File: src/rtl/rca_pkg.sv
package rca_pkg;
  typedef enum logic [2:0] {
    PH_IDLE = 3'd0,
    PH_ROW  = 3'd1,
    PH_COL  = 3'd2,
    PH_HOLD = 3'd3,
    PH_PRE  = 3'd4
  } phase_e;

  localparam int unsigned MODES = 4;
endpackage

File: src/rtl/rca_bit_map.sv
module rca_bit_map #(
  parameter int unsigned ADDR_W    = 32,
  parameter int unsigned PIN_W     = 13,
  parameter int unsigned ROW_BASE  = 12,
  parameter int unsigned COL_BASE  = 4,
  parameter int unsigned MIN_PINS  = 8,
  parameter logic [3:0][7:0] COL_HI_BASE = {8'd26, 8'd24, 8'd22, 8'd20}
) (
  input  logic [ADDR_W-1:0] addr_i,
  input  logic [1:0]        mode_i,
  input  logic              remap_i,
  output logic [PIN_W-1:0]  row_o,
  output logic [PIN_W-1:0]  col_o
);
  localparam int unsigned IDX_W = $clog2(ADDR_W);

  for (genvar i = 0; i < PIN_W; i++) begin : g_pin
    logic [IDX_W-1:0] row_idx, lo_idx, hi_idx;
    logic             use_hi;
    always_comb begin
      row_idx = IDX_W'(ROW_BASE + i) + IDX_W'(mode_i);
      lo_idx  = IDX_W'(COL_BASE + i);
      hi_idx  = COL_HI_BASE[mode_i][IDX_W-1:0] + IDX_W'(i)
              - IDX_W'(MIN_PINS) - IDX_W'(mode_i);
      use_hi  = remap_i && (IDX_W'(i) >= IDX_W'(MIN_PINS) + IDX_W'(mode_i));
      row_o[i] = addr_i[row_idx];
      col_o[i] = use_hi ? addr_i[hi_idx] : addr_i[lo_idx];
    end
  end
endmodule

File: src/rtl/rca_mode_info.sv
module rca_mode_info #(
  parameter int unsigned MIN_PINS  = 8,
  parameter int unsigned MAX_BANKS = 16,
  localparam int unsigned PINS_W  = $clog2(MIN_PINS + 4),
  localparam int unsigned BANKS_W = $clog2(MAX_BANKS + 1)
) (
  input  logic [1:0]         mode_i,
  output logic [PINS_W-1:0]  pins_o,
  output logic [BANKS_W-1:0] banks_o
);
  always_comb begin
    pins_o  = PINS_W'(MIN_PINS) + PINS_W'(mode_i);
    banks_o = BANKS_W'(MAX_BANKS) >> mode_i;
  end
endmodule

File: src/rtl/rca_phase_seq.sv
module rca_phase_seq
  import rca_pkg::*;
#(
  parameter int unsigned T_ASR  = 2,
  parameter int unsigned T_ASC  = 2,
  parameter int unsigned T_HOLD = 3,
  parameter int unsigned T_PRE  = 2
) (
  input  logic   clk_i,
  input  logic   rst_ni,
  input  logic   start_i,
  output phase_e phase_o,
  output logic   ready_o,
  output logic   ras_n_o,
  output logic   cas_n_o,
  output logic   done_o
);
  localparam int unsigned MAX_A = (T_ASR > T_ASC) ? T_ASR : T_ASC;
  localparam int unsigned MAX_B = (T_HOLD > T_PRE) ? T_HOLD : T_PRE;
  localparam int unsigned MAX_T = (MAX_A > MAX_B) ? MAX_A : MAX_B;
  localparam int unsigned CNT_W = $clog2(MAX_T + 1) + 1;

  phase_e           phase_q, phase_d;
  logic [CNT_W-1:0] cnt_q, cnt_d;
  logic             last;

  always_comb begin
    unique case (phase_q)
      PH_ROW:  last = (cnt_q == CNT_W'(T_ASR));
      PH_COL:  last = (cnt_q == CNT_W'(T_ASC));
      PH_HOLD: last = (cnt_q == CNT_W'(T_HOLD - 1));
      PH_PRE:  last = (cnt_q == CNT_W'(T_PRE - 1));
      default: last = 1'b0;
    endcase
  end

  always_comb begin
    phase_d = phase_q;
    cnt_d   = cnt_q + 1'b1;
    unique case (phase_q)
      PH_IDLE: begin
        cnt_d = '0;
        if (start_i) phase_d = PH_ROW;
      end
      PH_ROW:  if (last) begin phase_d = PH_COL;  cnt_d = '0; end
      PH_COL:  if (last) begin phase_d = PH_HOLD; cnt_d = '0; end
      PH_HOLD: if (last) begin phase_d = PH_PRE;  cnt_d = '0; end
      PH_PRE:  if (last) begin phase_d = PH_IDLE; cnt_d = '0; end
      default: begin phase_d = PH_IDLE; cnt_d = '0; end
    endcase
  end

  always_ff @(posedge clk_i or negedge rst_ni) begin
    if (!rst_ni) begin
      phase_q <= PH_IDLE;
      cnt_q   <= '0;
    end else begin
      phase_q <= phase_d;
      cnt_q   <= cnt_d;
    end
  end

  assign phase_o = phase_q;
  assign ready_o = (phase_q == PH_IDLE);
  assign ras_n_o = !((phase_q == PH_ROW && last) || phase_q == PH_COL || phase_q == PH_HOLD);
  assign cas_n_o = !((phase_q == PH_COL && last) || phase_q == PH_HOLD);
  assign done_o  = (phase_q == PH_PRE) && last;
endmodule

File: src/rtl/rca_addr_mux.sv
module rca_addr_mux
  import rca_pkg::*;
#(
  parameter int unsigned ADDR_W    = 32,
  parameter int unsigned PIN_W     = 13,
  parameter int unsigned MIN_PINS  = 8,
  parameter int unsigned MAX_BANKS = 16,
  parameter logic [3:0][7:0] COL_HI_BASE = {8'd26, 8'd24, 8'd22, 8'd20},
  parameter int unsigned T_ASR  = 2,
  parameter int unsigned T_ASC  = 2,
  parameter int unsigned T_HOLD = 3,
  parameter int unsigned T_PRE  = 2,
  localparam int unsigned PINS_W  = $clog2(MIN_PINS + 4),
  localparam int unsigned BANKS_W = $clog2(MAX_BANKS + 1)
) (
  input  logic               clk_i,
  input  logic               rst_ni,
  input  logic               req_valid_i,
  output logic               req_ready_o,
  input  logic [ADDR_W-1:0]  req_addr_i,
  input  logic [1:0]         size_mode_i,
  input  logic               col_remap_i,
  output logic [PIN_W-1:0]   rc_addr_o,
  output logic               ras_n_o,
  output logic               cas_n_o,
  output logic               done_o,
  output logic [PINS_W-1:0]  pins_active_o,
  output logic [BANKS_W-1:0] banks_o
);
  logic              start;
  logic [ADDR_W-1:0] addr_q;
  logic [1:0]        mode_q;
  logic              remap_q;
  logic [PIN_W-1:0]  row_bits, col_bits;
  phase_e            phase;

  assign start = req_valid_i && req_ready_o;

  always_ff @(posedge clk_i or negedge rst_ni) begin
    if (!rst_ni) begin
      addr_q  <= '0;
      mode_q  <= '0;
      remap_q <= 1'b0;
    end else if (start) begin
      addr_q  <= req_addr_i;
      mode_q  <= size_mode_i;
      remap_q <= col_remap_i;
    end
  end

  rca_phase_seq #(
    .T_ASR(T_ASR), .T_ASC(T_ASC), .T_HOLD(T_HOLD), .T_PRE(T_PRE)
  ) u_seq (
    .clk_i   (clk_i),
    .rst_ni  (rst_ni),
    .start_i (start),
    .phase_o (phase),
    .ready_o (req_ready_o),
    .ras_n_o (ras_n_o),
    .cas_n_o (cas_n_o),
    .done_o  (done_o)
  );

  rca_bit_map #(
    .ADDR_W(ADDR_W), .PIN_W(PIN_W), .MIN_PINS(MIN_PINS), .COL_HI_BASE(COL_HI_BASE)
  ) u_map (
    .addr_i  (addr_q),
    .mode_i  (mode_q),
    .remap_i (remap_q),
    .row_o   (row_bits),
    .col_o   (col_bits)
  );

  rca_mode_info #(
    .MIN_PINS(MIN_PINS), .MAX_BANKS(MAX_BANKS)
  ) u_info (
    .mode_i  (mode_q),
    .pins_o  (pins_active_o),
    .banks_o (banks_o)
  );

  // row field stays on the bus while idle; column field from COL onward
  assign rc_addr_o = (phase == PH_IDLE || phase == PH_ROW) ? row_bits : col_bits;
endmodule

File: config.mk
export PLATFORM = sky130hd
export DESIGN_NAME = rca_addr_mux
export DESIGN_NICKNAME = d
export VERILOG_FILES = /design/src/rtl/rca_pkg.sv /design/src/rtl/rca_bit_map.sv /design/src/rtl/rca_mode_info.sv /design/src/rtl/rca_phase_seq.sv /design/src/rtl/rca_addr_mux.sv
export SDC_FILE = /design/constraint.sdc
export NUM_CORES = 1
export LEC_CHECK = 0
export ABC_AREA = 1
export BUFFER_PORTS_ARGS = -buffer_cell sky130_fd_sc_hd__buf_2
export CAP_MARGIN = 15
export CORE_ASPECT_RATIO = 1.5
export CORE_MARGIN = 5
export CORE_UTILIZATION = 56
export DETAILED_ROUTE_END_ITERATION = 7
export PLACE_DENSITY = 0.81
export SYNTH_ARGS = -nofsm -noshare
export SYNTH_HDL_FRONTEND = slang
export SYNTH_SLANG_ARGS = --single-unit
File: constraint.sdc
create_clock -name clk_i -period 2.5 [get_ports clk_i]
set_clock_uncertainty 0.1 [all_clocks]
set_input_delay 0.125 -clock clk_i [delete_from_list [all_inputs] [get_ports clk_i]]
set_output_delay 0.125 -clock clk_i [all_outputs]
set_load 0.05 [all_outputs]
After elaboration in Yosys (flattened, before gate mapping)
Cells that the tools add are included.

word-level totals
  bits in writable memories = 0
  output and inout port bits = 26
  bits of input ports = 38
  ROM bits = 0
  latch bits = 0
  register bits after elaboration = 41
  logic and storage cells = 215
  memories = 0

operators by class
  multiply operators = 0
  shifts and indexed selects = 1
  bitwise operators = 0
  eq/ne operators = 11
  add/sub/neg operators = 54
  $lt $le $gt $ge = 40
  muxes and demuxes = 77
  div/mod/pow operators = 0
  reduce and logical (&&, ||, !) cells = 27

operator list
  cell                                                         number
  less-than comparator 5 x 6 -> 1 bit (second input constant)  26
  binary-select mux 1 bit (select 5 bit)                       26
  subtractor 5 x 2 -> 5 bit                                    13
  subtractor 5 x 4 -> 5 bit (second input constant)            13
  adder 5 x 2 -> 5 bit (first input constant)                  8
  2-to-1 mux 1 bit                                             39
  adder 4 x 2 -> 5 bit (first input constant)                  5
  adder 5 x 4 -> 5 bit (second input constant)                 5
  >= comparator 4 x 5 -> 1 bit (first input constant)          5
  2-to-1 mux 3 bit                                             7
  adder 5 x 3 -> 5 bit (second input constant)                 4
  >= comparator 3 x 5 -> 1 bit (first input constant)          4
  logical AND 1 bit                                            17
  binary-select mux 8 bit (select 2 bit)                       1
  one-hot mux 3 bit (5 select lines)                           1
  2-to-1 mux 13 bit                                            1
  adder 5 x 2 -> 5 bit (second input constant)                 2
  >= comparator 1 x 5 -> 1 bit (first input constant)          2
  >= comparator 2 x 5 -> 1 bit (first input constant)          2
  != test 2 x 1 -> 1 bit (second input constant)               5
  equality test 3 x 2 -> 1 bit (second input constant)         3
  equality test 3 x 1 -> 1 bit (second input constant)         2
  adder 4 x 3 -> 5 bit (first input constant)                  1
  adder 5 x 1 -> 5 bit (second input constant)                 1
  13 further kinds                                             17

Logic depth before layout (Yosys ltp)
Gate-level depths: netlist (run 1).

  depth after elaboration = 9
  depth in mapped cells = 16
  depth with buffers taken out = 12

Modules after synthesis
Synthesis (run 1) repeated with hierarchy kept, for this count alone.

second synthesis, totals
  cells, all modules = 546
  area, all modules = 3495.9 um2

by module, submodules not included
  module         area an instance (um2)  sequential area each (um2)  cells each  times used
  rca_addr_mux   1595.3                  875.8                       192         1
  rca_bit_map    1415.1                  0.0                         286         1
  rca_phase_seq  414.1                   150.1                       54          1
  rca_mode_info  71.3                    0.0                         14          1

Least setup slack after synthesis (run 1)
OpenSTA, ideal clock, no wires.

  kind = register to output
  start point = register mode_q[1]
  end point = output rc_addr_o[12]
  data required time = 2275 ps
  arrival = 3271 ps
  cell stages (with the launch flop) = 12
  setup slack = -996 ps
  cells stage by stage = dfrtp_1 > inv_1 > clkbuf_1 > ha_1 > inv_1 > nand2_1 > nand2_1 > nand3_1 > nand3_1 > a21oi_1 > nand2_1 > a21oi_1

between the ends
  word-level cells in the longest chain between the ends = 9
  elaborated cells between the ends (all ways) = 15

RTL lines
  item                                    line                source
  from (decl)                             rca_addr_mux.sv:32  logic [1:0] mode_q;
  from (signal assigned)                  rca_addr_mux.sv:46  mode_q <= size_mode_i;
  binary-select mux 8 bit (select 2 bit)  rca_bit_map.sv:23   hi_idx = COL_HI_BASE[mode_i][IDX_W-1:0] + IDX_W'(i)
  2-to-1 mux 5 bit (not written as such)  rca_bit_map.sv:23
  adder 5 x 4 -> 5 bit                    rca_bit_map.sv:23
  subtractor 5 x 4 -> 5 bit               rca_bit_map.sv:24   - IDX_W'(MIN_PINS) - IDX_W'(mode_i);
  subtractor 5 x 2 -> 5 bit               rca_bit_map.sv:24
  binary-select mux 1 bit (select 5 bit)  rca_bit_map.sv:27   col_o[i] = use_hi ? addr_i[hi_idx] : addr_i[lo_idx];
  2-to-1 mux 1 bit (not written as such)  rca_bit_map.sv:27
  2-to-1 mux 1 bit                        rca_bit_map.sv:27
  2-to-1 mux 13 bit *                     rca_addr_mux.sv:83  assign rc_addr_o = (phase == PH_IDLE || phase == PH_ROW) ? row_bits : col_bits;
  to (decl)                               rca_addr_mux.sv:23  output logic [PIN_W-1:0] rc_addr_o,

Mark *: on every way between the ends. The rest lies on a longest branch, timed or not. The select of a mux whose other input is x is not followed.

Final worst setup path (run 1)
  start point = register mode_q[0]
  end point = output rc_addr_o[12]

Same word-level chain as after synthesis.

==> parameters.txt, run 1 <==
Parameter                              Value

Outcome
  Status ... complete, no violations

Layout
  Ant. Diodes ... 0
  Number of nets in the layout ... 565
  Area growth from synthesis to layout ... 34.1%
  Most frequent standard cell in the layout excluding fill and tap cells ... sky130_fd_sc_hd__nand2_1
  Final cell count without fillers ... 590
  Fraction of layout cells with a size suffix above 1 ... 30.4%
  Filler Cell Count ... 408
  Commonest cells after routing, fill and taps aside ... sky130_fd_sc_hd__nand2_1 (113), sky130_fd_sc_hd__buf_2 (55), sky130_fd_sc_hd__nand3_1 (43)

Clock network
  CTS Root Buffer Type ... sky130_fd_sc_hd__clkbuf_8
  Number of buffers created by CTS ... 5
  CTS clk-pin slew, worst paths ... 90 ps
  Clock insertion delay at the later pin of the skew report ... 290 ps
  Total clock sinks ... 41
  Number of H-tree levels ... 2
  CTS tree ... yes
  Maximum number of buffers from clock root to sink ... 2

Setup path
  Largest driver fanout on the critical path ... 7
  FF-to-FF path depth ... 5
  Cell type group with the largest total delay on the critical path ... simple AND/OR/NAND/NOR gates
  Maximum single-stage delay on the critical path ... 420 ps
  Endpoint kind of the worst setup timing path ... output pin
  Setup slack of the most critical reg-to-reg path ... 600 ps
  Critical path data arrival time ... 2240 ps
  Worst-path cell with the longest stage delay ... sky130_fd_sc_hd__dfrtp_2
  Start-to-end type of the worst setup path ... flop to output pin
  Critical path cell sequence ... clkinv_4 -> ha_4 -> nand2_4 -> inv_6 -> nor2_4 -> nand2_1 -> nand3_1 -> nand3_1 -> a21oi_1 -> nand2_1 -> a21oi_4 -> buf_6
  Buf/Inv on CP ... 3
  Startpoint type of the worst setup path ... flop
  Data required time at the worst endpoint ... 2280 ps
  WP depth ... 12

Route
  Wire length reported by the detailed router ... 9570 um
  Wire per inst ... 16.2 um
  Average via count per standard cell ... 5.79
  Violation count after the first detailed-route iteration ... 366
  Detail Route Antenna Nets ... 0
  Top layer used by detailed routing ... met4
  Wire length on met2 ... 5040 um
  Detailed-route via count ... 3415
  Met3 WL post-DR ... 711 um
  DRC viols ... 0
  First-pass detailed-route iteration total ... 8
  Met1 routed wirelength after detailed routing ... 3530 um

Synth
  Share of synthesized area occupied by flip-flops and latches ... 32.6%
  Count of different cell masters after synthesis ... 36
  Synth async-reset ratio ... 100%
  Count of flip-flops with a built-in enable after synthesis ... 0
  Average cell area after synthesis ... 7.36 um2
  Syn Std Cell Area ... 3140 um2
  Primary flip-flop cell chosen by synthesis mapping ... sky130_fd_sc_hd__dfrtp_1
  Total of flip-flops plus latches after synthesis ... 41
  Warnings from Yosys ... 0
  Cell count after synthesis ... 427

Die
  Total Die Area ... 7240 um2
  Die height ... 102 um
  I/O pin cnt ... 64
  Total core area ... 5450 um2
  Number of cell rows ... 33
  Initial cell density of the core ... 57.7%
  Chip Width ... 71.2 um

STA
  Ratio of final minimum period to clock period ... 98.8%
  Highest Clock Rate ... 405 MHz
  Worst setup slack after layout ... 31.0 ps
  Number of hold-slack violations in the final timing report ... 0
  Total of endpoints with negative setup slack in the final report ... 0
  Minimum hold slack ... 8.09 ps
  Final max-slew violation count ... 0
  Post-layout min period ... 2470 ps
  Max_slew headroom ... 39.5%
  Setup TNS after final layout ... 0 ps
  Setup repair after global routing missed its margin ... true
  Actual transition at the worst max-transition pin ... 907 ps

Placement
  Routability congestion estimate from global placement ... 1.01
  Detail Placement HPWL ... 6550 um
  Worst setup slack before clock tree synthesis ... 141 ps
  I/O Buffers ... 60
  Placed cell count ... 543

Global routing
  Global-route wire length before repair ... 14800 um
  Via count of the first global-routing pass ... 3225
  GR Overflow Total ... 0
  Number of antenna violations at the first check in global routing ... 0
  All-Layer GR Usage ... 25.7%
  Largest net degree at the start of global routing ... 45

Min path
  Worst Hold Class ... primary input to flop
  Worst hold path depth ... 3

Flow run
  Max-cap check violation count ... 0
[cells in the mapped netlist (2+ instances only)]
library cell	number	area, um2
sky130_fd_sc_hd__a211oi_1	2	15.0
sky130_fd_sc_hd__a21oi_1	21	105
sky130_fd_sc_hd__a31oi_1	4	25.0
sky130_fd_sc_hd__and2_1	2	12.5
sky130_fd_sc_hd__buf_2	9	45.0
sky130_fd_sc_hd__buf_4	3	22.5
sky130_fd_sc_hd__buf_6	6	67.6
sky130_fd_sc_hd__clkbuf_1	3	11.3
sky130_fd_sc_hd__conb_1	2	7.51
sky130_fd_sc_hd__dfrtp_1	41	1030
sky130_fd_sc_hd__ha_1	8	100
sky130_fd_sc_hd__inv_1	33	124
sky130_fd_sc_hd__inv_2	2	7.51
sky130_fd_sc_hd__mux2_2	4	45.0
sky130_fd_sc_hd__mux2_4	22	330
sky130_fd_sc_hd__nand2_1	120	450
sky130_fd_sc_hd__nand2_2	2	12.5
sky130_fd_sc_hd__nand3_1	52	260
sky130_fd_sc_hd__nand3b_1	2	15.0
sky130_fd_sc_hd__nand4_1	2	12.5
sky130_fd_sc_hd__nor2_1	44	165
sky130_fd_sc_hd__nor2_4	3	33.8
sky130_fd_sc_hd__o211ai_1	4	30.0
sky130_fd_sc_hd__o21ai_0	19	95.1
sky130_fd_sc_hd__o21ai_1	2	10.0
sky130_fd_sc_hd__o22ai_1	4	25.0
sky130_fd_sc_hd__xor2_1	2	17.5
[timing repair]
action	CTS	global route
setup endpoints to repair	4	5
hold endpoints to repair	73	0
pin swaps	1	9
hold buffers	33	0
buffers inserted	0	5
gates resized for setup	10	39
cloned	0	1
[worst reg2reg max path, cell delays in order (launching register included)]
cell,delay (ps)
sky130_fd_sc_hd__dfrtp_1,460
sky130_fd_sc_hd__nor2_4,70
sky130_fd_sc_hd__inv_2,190
sky130_fd_sc_hd__nor2_4,70
sky130_fd_sc_hd__nand2_4,490
sky130_fd_sc_hd__mux2_2,410
[per-layer routing]
metal | vias up | track usage [%]
met5 | - | 0
met4 | 0 | 10.9
met3 | 40 | 3.77
met2 | 193 | 46.2
met1 | 1601 | 30.2
li1 | 1581 | -
[cell families (layout without fill, tap and decap cells)]
| group | after synthesis | count (layout) | share of synthesized area (%) |
|---|---|---|---|
| other | 2 | 3 | 0.239 |
| AOI/OAI and AO/OA | 60 | 60 | 10.7 |
| xor gates and xnor gates | 3 | 3 | 0.836 |
| DFF | 41 | 41 | 32.6 |
| and+or+nand+nor | 230 | 231 | 31.5 |
| buffers and inverters | 57 | 148 | 8.95 |
| muxes | 26 | 26 | 11.9 |
| adders and majority gates | 8 | 8 | 3.18 |
[sequential cells by signal (all words and copies together) (netlist names)]
signal	count
mode_q	2
addr_q	32
u_seq.cnt_q	3
u_seq.phase_o	3
remap_q	1
[final cells by class]
class | instances | area, um2 | share of cell area [%]
Clock buffer | 5 | 68.8 | 1.63
Clock inverter | 3 | 22.5 | 0.534
Inverter | 35 | 149 | 3.53
Multi-Input combinational cell | 331 | 2080 | 49.4
Sequential cell | 41 | 1030 | 24.4
Tap cell | 70 | 87.6 | 2.08
Timing Repair Buffer | 105 | 779 | 18.5
[path summary, 6_finish.rpt]
| check | from | to |
|---|---|---|
| max | mode_q[0]$_DFFE_PN0P_ | rc_addr_o[12] |
| min | req_addr_i[27] | addr_q[27]$_DFFE_PN0P_ |
| max reg2reg | u_seq.phase_o[2]$_DFFE_PN0P_ | addr_q[7]$_DFFE_PN0P_ |
| min reg2reg | u_seq.cnt_q[0]$_DFF_PN0_ | u_seq.cnt_q[0]$_DFF_PN0_ |
| max in group asynchronous | rst_ni | mode_q[1]$_DFFE_PN0P_ |
| min in group asynchronous | rst_ni | u_seq.cnt_q[1]$_DFF_PN0_ |
[metrics by stage]
stage | util [%] | cell area [um2]
after detailed placement | 66.1 | 3600
after global placement | 66.1 | 3600
after CTS | 74.4 | 4060
after global routing | 77.4 | 4220
final | 77.4 | 4220
after floorplan | - | 3330
Power of run 1 is not shown: default switching activity piles up to over one toggle a cycle in this logic, so the estimate is an artifact.
==> run 2: changes to the inputs <==
- SETUP_SLACK_MARGIN: default -> 0.05
==> parameters.txt, run 2 (synthesized netlist as in run 1, its figures left out) <==
Parameter                              Value

Setup path
  Buf/Inv on CP ... 4
  Largest driver fanout on the critical path ... 9
  Setup slack of the most critical reg-to-reg path ... 580 ps
  Cell type group with the largest total delay on the critical path ... buffers and inverters
  Worst-path cell with the longest stage delay ... sky130_fd_sc_hd__dfrtp_2
  Maximum single-stage delay on the critical path ... 450 ps
  Critical path cell sequence ... inv_4 -> ha_4 -> clkinv_8 -> buf_8 -> nand3_1 -> nand2_1 -> nor2_2 -> nand2_1 -> nand3_2 -> a21oi_2 -> nand2_2 -> a21oi_4 -> buf_6
  Critical path data arrival time ... 2250 ps
  Endpoint kind of the worst setup timing path ... output pin
  Startpoint type of the worst setup path ... flop
  Cell mode on critical path ... sky130_fd_sc_hd__nand2_1
  Start-to-end type of the worst setup path ... flop to output pin
  Data required time at the worst endpoint ... 2280 ps
  Worst r2r src ... u_seq.phase_o[2]$_DFFE_PN0P_
  Critical register-to-register path endpoint ... addr_q[5]$_DFFE_PN0P_
  FF-to-FF path depth ... 5

STA
  Highest Clock Rate ... 404 MHz
  Post-layout min period ... 2470 ps
  Number of hold-slack violations in the final timing report ... 0
  Total of endpoints with negative setup slack in the final report ... 0
  Ratio of final minimum period to clock period ... 99.0%
  Setup repair after global routing missed its margin ... true
  Setup TNS after final layout ... 0 ps
  Final max-slew violation count ... 0
  Actual transition at the worst max-transition pin ... 910 ps
  Max_slew headroom ... 39.3%

Layout
  Area growth from synthesis to layout ... 37.1%
  Final cell utilization of the core ... 79.1%
  Fraction of layout cells with a size suffix above 1 ... 31.2%
  Flip-flop count of the largest register, all copies and words added ... 32
  Ant. Diodes ... 0
  Final cell count without fillers ... 595
  Most frequent standard cell in the layout excluding fill and tap cells ... sky130_fd_sc_hd__nand2_1
  Largest reg by FF count ... addr_q
  Number of nets in the layout ... 570
  Commonest cells after routing, fill and taps aside ... sky130_fd_sc_hd__nand2_1 (112), sky130_fd_sc_hd__buf_2 (54), sky130_fd_sc_hd__nor2_1 (41)

Die
  Total Die Area ... 7240 um2
  Chip Width ... 71.2 um
  I/O pin cnt ... 64
  Total core area ... 5450 um2
  Number of cell rows ... 33
  Initial cell density of the core ... 57.7%
  Die height ... 102 um

Clock network
  Maximum number of buffers from clock root to sink ... 2
  Total clock sinks ... 41
  Number of H-tree levels ... 2
  Clock insertion delay at the later pin of the skew report ... 300 ps
  Number of buffers created by CTS ... 5
  CTS tree ... yes
  CTS Root Buffer Type ... sky130_fd_sc_hd__clkbuf_8
  CTS clk-pin slew, worst paths ... 80 ps

Flow run
  Max-cap check violation count ... 0

Placement
  Detail Placement HPWL ... 6690 um
  Placed cell count ... 543
  I/O Buffers ... 60
  Routability congestion estimate from global placement ... 0.999

Outcome
  Status ... complete, no violations

Route
  First-pass detailed-route iteration total ... 5
  Wire per inst ... 16.3 um
  Detail Route Antenna Nets ... 0
  Violation count after the first detailed-route iteration ... 372
  Detailed-route via count ... 3399
  DRC viols ... 0
  Average via count per standard cell ... 5.71
  Wire length reported by the detailed router ... 9720 um

Min path
  HP Start ... size_mode_i[0]
  Worst Hold Class ... primary input to flop
  End point of the most critical hold path ... mode_q[0]$_DFFE_PN0P_
  Worst hold path depth ... 3

Global routing
  Number of antenna violations at the first check in global routing ... 0
  GR Overflow Total ... 0
  Via count of the first global-routing pass ... 3229
  Largest net degree at the start of global routing ... 45
  Global-route wire length before repair ... 15500 um
  All-Layer GR Usage ... 26.7%
[run 2: timing repair]
| action | CTS | global route |
|---|---|---|
| pin swaps | 1 | 6 |
| setup endpoints to repair | 5 | 4 |
| hold buffers | 34 | 0 |
| gates cloned | 0 | 1 |
| gates resized for setup | 13 | 32 |
| hold endpoints to repair | 74 | 0 |
| buffers inserted | 1 | 8 |
[run 2: worst min-delay path: stages]
cell                      delay, ps
sky130_fd_sc_hd__buf_2           80
sky130_fd_sc_hd__nor2_1          40
sky130_fd_sc_hd__a21oi_1        130
[run 2: layer usage]
metal	routed length [um]	vias to the layer above	share of wire [%]	global-route usage (%)
li1	-	1597	-	-
met1	3800	1564	39	32.2
met2	4920	193	51	46.2
met3	586	45	6.0	3.57
met4	422	0	4.3	13.5
met5	0	-	0	0
[run 2: area by class of cell]
class                           count  area (um2)
Clock buffer                        6        72.6
Clock inverter                      2        38.8
Fill cell                         392        1140
Inverter                           35         149
Multi-Input combinational cell    331        2120
Sequential cell                    41        1030
Tap cell                           70        87.6
Timing Repair Buffer              110         818
[run 2: how the worst max path moves through the flow]
stage                     depth (start not counted)       endpoint  slack [ps]                  start
after global routing                             13  rc_addr_o[12]         -40  mode_q[0]$_DFFE_PN0P_
final                                            13  rc_addr_o[12]          30  mode_q[0]$_DFFE_PN0P_
after detailed placement                         10  rc_addr_o[10]         150  mode_q[0]$_DFFE_PN0P_
after global placement                           10  rc_addr_o[10]         200  mode_q[0]$_DFFE_PN0P_
after floorplan                                  15  rc_addr_o[12]        -110  mode_q[0]$_DFFE_PN0P_
after CTS                                        10  rc_addr_o[10]           9  mode_q[0]$_DFFE_PN0P_
[run 2: per-stage QoR]
stage               hold slack (ps)  setup WS, ps  cell area, um2
floorplan                      -271          -112            3360
global placement                187           201            3630
detailed placement              215           147            3630
CTS                            32.2          9.43            4130
global route                   50.8         -38.4            4310
finish                         26.1          25.2            4310
Power of run 2 is left out for the same reason.
==> run 3: changes to the inputs <==
- BUFFER_PORTS_ARGS: -buffer_cell sky130_fd_sc_hd__buf_2 -> default
- CORE_UTILIZATION: 56 -> 60
- DONT_BUFFER_PORTS: default -> 1
- PLACE_DENSITY: 0.81 -> 0.76
==> parameters.txt, run 3 (synthesized netlist as in run 1, its figures left out) <==
Parameter                              Value

Outcome
  Status ... complete, no violations

Layout
  Fraction of layout cells with a size suffix above 1 ... 24.1%
  Number of nets in the layout ... 530
  Area growth from synthesis to layout ... 34.5%
  Commonest cells after routing, fill and taps aside ... sky130_fd_sc_hd__nand2_1 (115), sky130_fd_sc_hd__nor2_1 (42), sky130_fd_sc_hd__nand3_1 (39), sky130_fd_sc_hd__dfrtp_1 (39), sky130_fd_sc_hd__dlygate4sd3_1 (36)
  Final cell count without fillers ... 553
  Area used by sequential logic in the layout ... 1030 um2
  Most frequent standard cell in the layout excluding fill and tap cells ... sky130_fd_sc_hd__nand2_1
  Filler Cell Count ... 336
  Ant. Diodes ... 0
  Largest reg by FF count ... addr_q
  Finished layout cell area ... 4230 um2
  Area occupied by multi-input gates ... 2090 um2
  Flip-flop count of the largest register, all copies and words added ... 32

Clock network
  Maximum number of buffers from clock root to sink ... 2
  Clock insertion delay at the later pin of the skew report ... 300 ps
  CTS clk-pin slew, worst paths ... 90 ps
  Total clock sinks ... 41
  CTS Root Buffer Type ... sky130_fd_sc_hd__clkbuf_8
  CTS tree ... yes
  Number of buffers created by CTS ... 5
  Number of H-tree levels ... 2

Setup path
  Startpoint type of the worst setup path ... flop
  Data required time at the worst endpoint ... 2280 ps
  Largest driver fanout on the critical path ... 8
  Endpoint kind of the worst setup timing path ... output pin
  Critical path data arrival time ... 2270 ps
  Start-to-end type of the worst setup path ... flop to output pin

STA
  Minimum hold slack ... 35.3 ps
  Total of endpoints with negative setup slack in the final report ... 0
  Final max-slew violation count ... 0
  Actual transition at the worst max-transition pin ... 648 ps
  Number of hold-slack violations in the final timing report ... 0
  Setup repair after global routing missed its margin ... true
  Setup TNS after final layout ... 0 ps
  Post-layout min period ... 2490 ps
  Highest Clock Rate ... 401 MHz
  Max_slew headroom ... 56.7%
  Ratio of final minimum period to clock period ... 99.8%

Placement
  I/O Buffers ... 0
  Placed cell count ... 498
  Post-DP Area ... 3550 um2
  Detail Placement HPWL ... 6770 um
  Routability congestion estimate from global placement ... 0.957

Global routing
  Via count of the first global-routing pass ... 3283
  All-Layer GR Usage ... 29.9%
  Largest net degree at the start of global routing ... 45
  Number of antenna violations at the first check in global routing ... 0
  Global-route wire length before repair ... 16400 um
  GR Overflow Total ... 0

Route
  DRC viols ... 0
  Violation count after the first detailed-route iteration ... 309
  Wire per inst ... 19.1 um
  Detail Route Antenna Nets ... 0
  Wire length reported by the detailed router ... 10500 um
  Average via count per standard cell ... 6.01
  Detailed-route via count ... 3326
  First-pass detailed-route iteration total ... 5

Flow run
  Max-cap check violation count ... 0

Die
  Number of cell rows ... 32
  Total core area ... 5120 um2
  Chip Width ... 69.1 um
  Die height ... 98.7 um
  I/O pin cnt ... 64
  Initial cell density of the core ... 61.4%
  Total Die Area ... 6820 um2

Min path
  Worst Hold Class ... primary input to flop
==> run 3: path summary, 6_finish.rpt <==
| path | slack, ps | cells after the start | endpoint | from |
|---|---|---|---|---|
| min | 40 | 3 | u_seq.phase_o[1]$_DFFE_PN0P_ | req_valid_i |
| max reg2reg | 530 | 5 | addr_q[7]$_DFFE_PN0P_ | u_seq.phase_o[2]$_DFFE_PN0P_ |
| min in group asynchronous | 180 | 2 | addr_q[26]$_DFFE_PN0P_ | rst_ni |
| max | 5 | 12 | rc_addr_o[12] | mode_q[0]$_DFFE_PN0P_ |
| min reg2reg | 410 | 1 | u_seq.cnt_q[0]$_DFF_PN0_ | u_seq.cnt_q[0]$_DFF_PN0_ |
| max in group asynchronous | 1900 | 2 | addr_q[8]$_DFFE_PN0P_ | rst_ni |
==> run 3: critical path, stage by stage (launching register included) <==
cell and delay [ps]:
sky130_fd_sc_hd__dfrtp_2 430, sky130_fd_sc_hd__clkinv_4 120, sky130_fd_sc_hd__ha_4 290, sky130_fd_sc_hd__nand2_4 100, sky130_fd_sc_hd__inv_4 50, sky130_fd_sc_hd__nor2_4 210, sky130_fd_sc_hd__nand2_1 110, sky130_fd_sc_hd__nand3_1 90
sky130_fd_sc_hd__nand3b_1 90, sky130_fd_sc_hd__nand3_1 80, sky130_fd_sc_hd__nand2_1 100, sky130_fd_sc_hd__a21oi_4 160, sky130_fd_sc_hd__buf_12 150
==> run 3: area by class of cell <==
| cell class | count | area share, % |
|---|---|---|
| clock buffer | 7 | 2.04 |
| clock inverter | 1 | 0.710 |
| inverter | 35 | 3.46 |
| sequential | 41 | 24.3 |
| multi-input combinational | 330 | 49.4 |
| timing repair buffer | 71 | 18.1 |
| tap | 68 | 2.01 |
==> run 3: repair_timing <==
item	in CTS	in global routing
hold buffers	37	0
pin swaps	3	11
setup endpoints to repair	5	5
cloned	0	1
setup buffers	5	4
resized for setup	7	22
hold endpoints to repair	76	0
==> run 3: metal layers <==
| layer | global-route usage (%) | vias up | routed length (um) |
|---|---|---|---|
| met3 | 5.41 | 44 | 703 |
| met5 | 0 | - | 0 |
| met1 | 33.7 | 1581 | 3890 |
| met4 | 15.2 | 0 | 439 |
| met2 | 53.4 | 192 | 5520 |
| li1 | - | 1509 | - |
==> run 3: per-stage QoR <==
step	util, %	setup WS, ps
detailed placement	69.2	221
CTS	80.0	39.6
finish	82.5	5.28
global placement	69.2	256
global route	82.5	-121
floorplan	-	-112
Power of run 3 is left out for the same reason.
